<file path="src/rtl/cmog_pkg.sv">
package cmog_pkg;

    typedef enum logic [1:0] {
        RK_NONE  = 2'd0,
        RK_GRANT = 2'd1,
        RK_OPEN  = 2'd2
    } resp_kind_e;

    function automatic int idx_width(input int n);
        return (n > 1) ? $clog2(n) : 1;
    endfunction

    function automatic int next_slot(input int cur, input int n);
        return (cur + 1) % n;
    endfunction

endpackage

</file>
<file path="src/rtl/cmog_rr_pick.sv">
module cmog_rr_pick #(
    parameter int N = 4,
    localparam int IW = cmog_pkg::idx_width(N)
) (
    input  logic [N-1:0]  req,
    input  logic [IW-1:0] start,
    output logic          found,
    output logic [IW-1:0] idx
);
    always_comb begin
        found = 1'b0;
        idx   = '0;
        for (int k = 0; k < N; k++) begin
            if (!found && req[(int'(start) + k) % N]) begin
                found = 1'b1;
                idx   = IW'((int'(start) + k) % N);
            end
        end
    end
endmodule

</file>
<file path="src/rtl/cmog_link.sv">
module cmog_link #(
    parameter int NUM_IN = 4,
    localparam int IW = cmog_pkg::idx_width(NUM_IN)
) (
    input  logic              clk,
    input  logic              rst,
    input  logic [NUM_IN-1:0] tgt_mask,
    input  logic [NUM_IN-1:0] og_pool,
    input  logic              og_adv,
    input  logic [IW-1:0]     og_adv_who,
    output logic              grant_hit,
    output logic [IW-1:0]     grant_who,
    output logic              og_hit,
    output logic [IW-1:0]     og_who
);
    logic [IW-1:0]     gp_q;
    logic [IW-1:0]     op_q;
    logic [NUM_IN-1:0] og_req;

    cmog_rr_pick #(.N(NUM_IN)) u_gpick (
        .req   (tgt_mask),
        .start (gp_q),
        .found (grant_hit),
        .idx   (grant_who)
    );

    // open pass only on a link that no input asked for
    assign og_req = grant_hit ? '0 : og_pool;

    cmog_rr_pick #(.N(NUM_IN)) u_opick (
        .req   (og_req),
        .start (op_q),
        .found (og_hit),
        .idx   (og_who)
    );

    always_ff @(posedge clk) begin
        if (rst) begin
            gp_q <= '0;
            op_q <= '0;
        end else begin
            if (grant_hit)
                gp_q <= IW'(cmog_pkg::next_slot(int'(grant_who), NUM_IN));
            if (og_adv)
                op_q <= IW'(cmog_pkg::next_slot(int'(og_adv_who), NUM_IN));
        end
    end
endmodule

</file>
<file path="src/rtl/cm_open_grant_arb.sv">
module cm_open_grant_arb #(
    parameter int NUM_IN  = 4,
    parameter int NUM_OUT = 4,
    localparam int IW = cmog_pkg::idx_width(NUM_IN),
    localparam int OW = cmog_pkg::idx_width(NUM_OUT)
) (
    input  logic                 clk,
    input  logic                 rst,
    input  logic [NUM_IN-1:0]    req_valid,
    input  logic [NUM_IN*OW-1:0] req_dest,
    input  logic [NUM_IN-1:0]    og_accept,
    output logic [NUM_IN-1:0]    grant,
    output logic [NUM_IN-1:0]    open_grant,
    output logic [NUM_IN*OW-1:0] grant_om
);
    import cmog_pkg::*;

    logic [NUM_IN-1:0] tgt_mask [NUM_OUT];
    logic [NUM_IN-1:0] pool     [NUM_OUT+1];
    logic [NUM_OUT-1:0] grant_hit, og_hit, og_adv;
    logic [IW-1:0]     grant_who  [NUM_OUT];
    logic [IW-1:0]     og_who     [NUM_OUT];
    logic [IW-1:0]     og_adv_who [NUM_OUT];
    logic [NUM_IN-1:0] granted;

    resp_kind_e    kind_n [NUM_IN];
    resp_kind_e    kind_q [NUM_IN];
    logic [OW-1:0] om_n   [NUM_IN];
    logic [OW-1:0] om_q   [NUM_IN];

    always_comb begin
        granted = '0;
        for (int j = 0; j < NUM_OUT; j++)
            if (grant_hit[j]) granted[grant_who[j]] = 1'b1;
    end

    assign pool[0] = req_valid & ~granted;

    for (genvar j = 0; j < NUM_OUT; j++) begin : g_link
        always_comb begin
            for (int i = 0; i < NUM_IN; i++)
                tgt_mask[j][i] = req_valid[i] && (req_dest[i*OW +: OW] == OW'(j));
        end

        always_comb begin
            og_adv[j]     = 1'b0;
            og_adv_who[j] = '0;
            for (int i = 0; i < NUM_IN; i++) begin
                if (kind_q[i] == RK_OPEN && og_accept[i] && om_q[i] == OW'(j)) begin
                    og_adv[j]     = 1'b1;
                    og_adv_who[j] = IW'(i);
                end
            end
        end

        cmog_link #(.NUM_IN(NUM_IN)) u_link (
            .clk        (clk),
            .rst        (rst),
            .tgt_mask   (tgt_mask[j]),
            .og_pool    (pool[j]),
            .og_adv     (og_adv[j]),
            .og_adv_who (og_adv_who[j]),
            .grant_hit  (grant_hit[j]),
            .grant_who  (grant_who[j]),
            .og_hit     (og_hit[j]),
            .og_who     (og_who[j])
        );

        // lower links claim open candidates first
        assign pool[j+1] = pool[j] & ~(og_hit[j] ? (NUM_IN'(1) << og_who[j]) : '0);
    end

    always_comb begin
        for (int i = 0; i < NUM_IN; i++) begin
            kind_n[i] = RK_NONE;
            om_n[i]   = '0;
        end
        for (int j = 0; j < NUM_OUT; j++) begin
            if (grant_hit[j]) begin
                kind_n[grant_who[j]] = RK_GRANT;
                om_n[grant_who[j]]   = OW'(j);
            end
            if (og_hit[j]) begin
                kind_n[og_who[j]] = RK_OPEN;
                om_n[og_who[j]]   = OW'(j);
            end
        end
    end

    always_ff @(posedge clk) begin
        for (int i = 0; i < NUM_IN; i++) begin
            if (rst) begin
                kind_q[i] <= RK_NONE;
                om_q[i]   <= '0;
            end else begin
                kind_q[i] <= kind_n[i];
                om_q[i]   <= om_n[i];
            end
        end
    end

    for (genvar i = 0; i < NUM_IN; i++) begin : g_out
        assign grant[i]            = (kind_q[i] == RK_GRANT);
        assign open_grant[i]       = (kind_q[i] == RK_OPEN);
        assign grant_om[i*OW +: OW] = om_q[i];
    end
endmodule

</file>
<file path="config.mk">
export PLATFORM = sky130hd
export DESIGN_NAME = cm_open_grant_arb
export DESIGN_NICKNAME = d
export VERILOG_FILES = /design/src/rtl/cmog_pkg.sv /design/src/rtl/cmog_rr_pick.sv /design/src/rtl/cmog_link.sv /design/src/rtl/cm_open_grant_arb.sv
export SDC_FILE = /design/constraint.sdc
export NUM_CORES = 1
export LEC_CHECK = 0
export ABC_CLOCK_PERIOD_IN_PS = 6100
export BUFFER_PORTS_ARGS = -buffer_cell sky130_fd_sc_hd__buf_4
export CELL_PAD_IN_SITES_DETAIL_PLACEMENT = 2
export CELL_PAD_IN_SITES_GLOBAL_PLACEMENT = 2
export CORE_MARGIN = 4
export CORE_UTILIZATION = 34
export DETAILED_ROUTE_END_ITERATION = 6
export GPL_ROUTABILITY_DRIVEN = 0
export PLACE_DENSITY_LB_ADDON = 0.1
export SYNTH_ARGS = -nofsm -noshare
export SYNTH_HDL_FRONTEND = slang
export SYNTH_SLANG_ARGS = --single-unit
</file>
<file path="constraint.sdc">
create_clock -name clk -period 6.1 [get_ports clk]
set_input_delay 0.305 -clock clk [delete_from_list [all_inputs] [get_ports clk]]
set_output_delay 0.305 -clock clk [all_outputs]
set_load 0.01 [all_outputs]
</file>
# --- Word-level counts from Yosys, hierarchy flattened ---
# Memory sizes are Yosys's and may differ from the RTL's.
# Cells that the tools add are included.
classes:
  add_sub_neg: 32
  n_lt_le_gt_ge: 56
  eq_ne: 32
  shift: 3
  mux: 240
  bitwise: 82
  n_reduce_logical: 128
ops:
  columns: ["operator", "count"]
  rows:
  - ["2-to-1 mux 1 bit", 115]
  - ["2-to-1 mux 2 bit", 56]
  - ["less-than comparator 3 x 4 -> 1 bit (second input constant)", 24]
  - ["2-to-1 mux 8 bit", 12]
  - ["logical AND 1 bit", 72]
  - ["binary-select mux 1 bit (select 2 bit)", 32]
  - ["bitwise AND 4 bit", 13]
  - ["inverter 4 bit", 13]
  - ["bitwise OR 4 bit", 13]
  - ["OR reduction 2 bit", 24]
  - ["2-to-1 mux 4 bit", 11]
  - ["equality test 2 bit (second input constant)", 20]
  - ["less-than comparator 2 x 3 -> 1 bit (second input constant)", 12]
  - ["adder 2 x 1 -> 2 bit (second input constant)", 16]
  - ["adder 2 bit (second input constant)", 16]
  - ["demux 2 bit (select 2 bit)", 8]
  - ["bitwise AND 1 bit (first input constant)", 24]
  - ["equality test 2 x 1 -> 1 bit (second input constant)", 12]
  - ["greater-or-equal comparator 3 bit (second input constant)", 8]
  - ["logical NOT 1 bit", 24]
  - ["less-than comparator 3 x 1 -> 1 bit (second input constant)", 8]
  - ["inverter 2 -> 3 bit", 8]
  - ["logical NOT 2 bit", 8]
  - ["bitwise OR 8 bit", 2]
  - ["other kinds (6)", 22]
word_totals:
  register_bits: 16
  ram_bits: 16
  in_bits: 18
  output_inout_bits: 16
  elab_cells: 583
  mem_count: 2
mem_list:
  columns: ["memory", "words", "word_bits", "rd", "rd_clocked_by_memory_dff", "wr", "line", "source"]
  rows:
  - ["kind_q", 4, 2, 4, 0, 4, "cm_open_grant_arb.sv:27", "resp_kind_e kind_q [NUM_IN];"]
  - ["om_q", 4, 2, 4, 0, 4, "cm_open_grant_arb.sv:29", "logic [OW-1:0] om_q [NUM_IN];"]

# --- Logic depth before layout (Yosys ltp) ---
logic_depth:
  word_depth: 100
  mapped_depth: 21

# --- Hierarchy ---
# Synthesis repeated with hierarchy kept, for this count alone.
hier_totals:
  hier_cells: 387
  hier_area_um2: 2782.7
by_module_without_submodules:
  columns: ["module", "instances", "cells_per_inst", "area_per_inst_um2", "seq_area_each_um2"]
  rows:
  - ["cm_open_grant_arb", 1, 195, 1476.4, 320.3]
  - ["cmog_link", 4, 18, 171.4, 80.1]
  - ["cmog_rr_pick", 8, 15, 77.6, 0.0]

# --- Worst setup path after synthesis ---
# Ideal clock, no wire load.
synth_timing:
  path_kind: "input-to-reg"
  startpoint: "input port req_valid[1]"
  endpoint: "memory om_q[2][0] (netlist bit)"
  setup_ps: 134
  t_arrival_ps: 4621
  required_ps: 5966
  slack_ps: 1345
  stages: 19
  n_path_buf: 2
  path_cell_list: "and3b_1 > clkbuf_1 > or4_4 > clkbuf_1 > and2_1 > inv_1 > ha_1 > o41ai_1 > and4_1 > and3_1 > a2111oi_2 > nor2_2 > o31ai_1 > nor4_1 > o31ai_2 > nand2_1 > maj3_2 > o21ai_2 > o22ai_1"
synth_lines:
  columns: ["element", "line", "source"]
  rows:
  - ["start, declared", "cm_open_grant_arb.sv:9", "input logic [NUM_IN-1:0] req_valid,"]
  - ["end, declared", "cm_open_grant_arb.sv:29", null]

==> parameters.txt <==
Parameter                              Value

Logic synthesis
  Main synth FF type    sky130_fd_sc_hd__dfxtp_1
  Synth cell count leaders    44 x sky130_fd_sc_hd__nand2_1, 40 x sky130_fd_sc_hd__nor2_1, 32 x sky130_fd_sc_hd__dfxtp_1
  Syn Inst Count    around 420
  Top post-synthesis cells by area    sky130_fd_sc_hd__dfxtp_1 21%, sky130_fd_sc_hd__ha_1 6.4%, sky130_fd_sc_hd__nand2_1 5.3%, sky130_fd_sc_hd__nor2_1 4.8%, sky130_fd_sc_hd__a21oi_1 4.5%
  Number of warnings issued by yosys    0
  Post-synthesis instance area    ~3100 µm²
  Share of synthesized area occupied by flip-flops and latches    just over 20%
  Portion of synthesized cell area occupied by the leading cell type    20.5%
  Synthesized Nets    457
  Dominant cell type by area after synthesis    sky130_fd_sc_hd__dfxtp_1
  Share of synthesized flip-flops with an asynchronous set or reset    0%
  Average cell area after synthesis    between 7 and 8 µm²
  Number of synthesized flops with an enable pin    0
  Total of flip-flops plus latches after synthesis    32
  Library cell with the highest instance count after synthesis    sky130_fd_sc_hd__nand2_1
  Cell variety after synth    67

Routing
  Average via count per standard cell    around 6.3
  Length of routed wiring on met1    5460 µm
  Post-route DRC violation count    0
  Post-route antenna net violation count    0
  First-iteration detailed-routing DRC count    approximately 120
  First-pass DRT Iterations    4
  Top metal layer carrying routed signals    met4
  Met3 wire length    380 µm
  Drt total wl    12400 µm
  Met2 WL    6130 µm
  Wirelength per Cell    roughly 22 µm
  Vias    3499

Timing
  Max Clk Rate    0.191 GHz
  Final setup TNS    0 ns
  Headroom to the max-slew limit    around 34%
  Crit path time final    5.25 ns
  Setup ws final    0.854 ns
  Unrepaired setup endpoints after global routing    false
  Final setup violation count    0
  Final worst clock skew    0.00885 ns
  Number of endpoints with negative hold slack in the final report    0
  Period utilization    86.0%
  Pins over their slew limit    0
  Transition time at the pin with the least slew margin    approximately 0.97 ns

Worst hold path
  Path type of the worst min-delay path    primary input to register
  Hold path endpoint    g_link[3].u_link.op_q[0]$_SDFFE_PP0P_
  Worst hold path depth    3
  Source of the worst hold timing path    og_accept[2]

Finish
  Final net count    484
  Synthesis-to-layout area growth    15.1%
  Layout cells sized above 1    between 10% and 20%
  Number of diodes added for antenna fixing    0
  Post-layout util    40.6%

Floorplanning
  Die height    a little over 100 µm
  Area of the core region    8850 µm²
  Die extent in x    104 µm
  Number of I/O pins    34
  Die outline area    between 10000 and 15000 µm²
  Std cell rows    34
  Initial core utilization    35.3%

Worst setup path
  WP data arrival    5.40 ns
  Critical path capture point type    register
  R2R depth    19
  Critical Path RT    6.26 ns
  Maximum fanout encountered on the critical timing path    10
  Critical path start-end classification    primary input to register
  R2R Path End    om_q[2][0]$_SDFF_PP0_
  Type of origin of the critical path    primary input
  Beginning of the worst register-to-register path    g_link[2].u_link.gp_q[1]$_SDFFE_PP0N_
  Worst setup path start    req_dest[2]
  Reg-to-reg slack, setup    0.91 ns

Clocking
  Depth of the CTS H-tree    2
  Reg clk slew, reported paths    0.07 ns
  Latest clock arrival within the worst-skew pair    roughly 0.29 ns
  Total clock buffers created by CTS    5
  Buffer levels on the longest clock path    2
  Hold_buf cts    0
  Root Buffer Master    sky130_fd_sc_hd__clkbuf_8
  Count of cells resized by post-cts repair    0
  TritonCTS clock tree    done
  Postcts setup bufs    0
  CTS Sinks    32

Placed design
  Port Buffer Count    33
  Placement Setup Slack    0.551 ns
  Estimated wirelength of the detail-placed design    9970 µm

GRT
  Gr usage total    23.1%
  Via count of the first global-routing pass    around 3600
  First-pass GRT wire length    20100 µm
  Maximum number of pins on one net before global-route repair    29
  Antenna violations before repair    0
  Remaining global-route overflow    0

Status
  Run status    finished clean

Power and ir drop
  P_leak    1.41 nW
  IR Drop Worst-Case VDD    roughly 0.11 mV
  Cell area power density    237 nW/µm²

Flow run
  Number of max-capacitance violations reported    0
cell usage in the layout, fill, tap and decap left out, types with 10 or more instances in the layout:
master	Yosys	layout
sky130_fd_sc_hd__o21ai_0	21	21
sky130_fd_sc_hd__a31oi_1	10	10
sky130_fd_sc_hd__and3b_1	10	10
sky130_fd_sc_hd__dfxtp_1	32	32
sky130_fd_sc_hd__buf_4	0	39
sky130_fd_sc_hd__nor3_1	14	14
sky130_fd_sc_hd__nand2_1	44	44
sky130_fd_sc_hd__ha_1	16	16
sky130_fd_sc_hd__o31ai_1	12	12
sky130_fd_sc_hd__a21oi_1	28	28
sky130_fd_sc_hd__o22ai_1	10	10
sky130_fd_sc_hd__inv_1	19	19
sky130_fd_sc_hd__nor2_1	40	40
layer usage:
| metal | track usage, % | up-vias |
|---|---|---|
| li1 | - | 1659 |
| met1 | 29.2 | 1731 |
| met2 | 40.7 | 85 |
| met3 | 2.86 | 24 |
| met4 | 7.22 | 0 |
| met5 | 0 | - |
worst max-delay path: stages:
cell                       delay (ns)
sky130_fd_sc_hd__buf_4           0.10
sky130_fd_sc_hd__and3_1          0.41
sky130_fd_sc_hd__nor2_1          0.09
sky130_fd_sc_hd__nor2_1          0.10
sky130_fd_sc_hd__nor2_1          0.04
sky130_fd_sc_hd__a221oi_1        0.31
sky130_fd_sc_hd__and2_1          0.23
sky130_fd_sc_hd__inv_1           0.08
sky130_fd_sc_hd__ha_1            0.21
sky130_fd_sc_hd__o41ai_1         0.09
sky130_fd_sc_hd__nand4_1         0.39
sky130_fd_sc_hd__nor3_2          0.40
sky130_fd_sc_hd__a21boi_2        0.37
sky130_fd_sc_hd__nor3_2          0.15
sky130_fd_sc_hd__o311ai_1        0.60
sky130_fd_sc_hd__nor3_1          0.11
sky130_fd_sc_hd__o31ai_2         0.44
sky130_fd_sc_hd__nand2_1         0.24
sky130_fd_sc_hd__maj3_2          0.38
sky130_fd_sc_hd__o21ai_2         0.24
sky130_fd_sc_hd__o22ai_1         0.13
cell type report:
cell class | count | area (µm²)
Timing Repair Buffer | 39 | 293
Sequential cell | 32 | 641
Fill cell | 1072 | 5260
Clock inverter | 1 | 30.0
Clock buffer | 7 | 96.3
Tap cell | 108 | 135
Inverter | 19 | 71.3
Multi-Input combinational cell | 353 | 2330
where the power goes:
| group | total [mW] | internal, mW | switching, mW |
|---|---|---|---|
| Combinational | 0.350 | 0.130 | 0.220 |
| Sequential | 0.263 | 0.233 | 0.0302 |
| Clock | 0.237 | 0.144 | 0.0924 |
| Total | 0.850 | 0.507 | 0.343 |
cell families after synthesis:
logic type	synth area share [%]
AO/OA/AOI/OAI	34.6
flip-flops	20.5
multiplexers	0.641
buffers and inverters	4.93
adder cells (fa/ha/maj)	6.77
AND/OR/NAND/NOR	32.5
how the worst max path moves through the flow:
stage                            end  slack [ns]  cells after the start
5_1_grt        om_q[2][1]$_SDFF_PP0_        0.31                     20
3_5_place_dp   om_q[2][0]$_SDFF_PP0_        0.55                     21
2_1_floorplan  om_q[2][0]$_SDFF_PP0_        1.35                     19
6_report       om_q[2][0]$_SDFF_PP0_        0.85                     21
4_1_cts        om_q[2][0]$_SDFF_PP0_        0.84                     21
3_3_place_gp   om_q[2][0]$_SDFF_PP0_        0.72                     18
flip-flops by register name, indices dropped and copies added, names as in the netlist:
| name | cells |
|---|---|
| g_link.u_link.op_q | 8 |
| g_link.u_link.gp_q | 8 |
| om_q | 8 |
| kind_q | 8 |
stage by stage:
stage	cells	hold WS [ns]	power, mW	area, µm²
4_1_cts	559	0.400	0.849	3590
6_report	559	0.388	0.850	3590
3_5_place_dp	551	0.503	0.612	3470
3_3_place_gp	551	0.497	0.601	3470
2_1_floorplan	423	0.471	0.481	3120
5_1_grt	559	0.382	0.903	3590
Note: power is estimated with default switching activity, not from simulation.
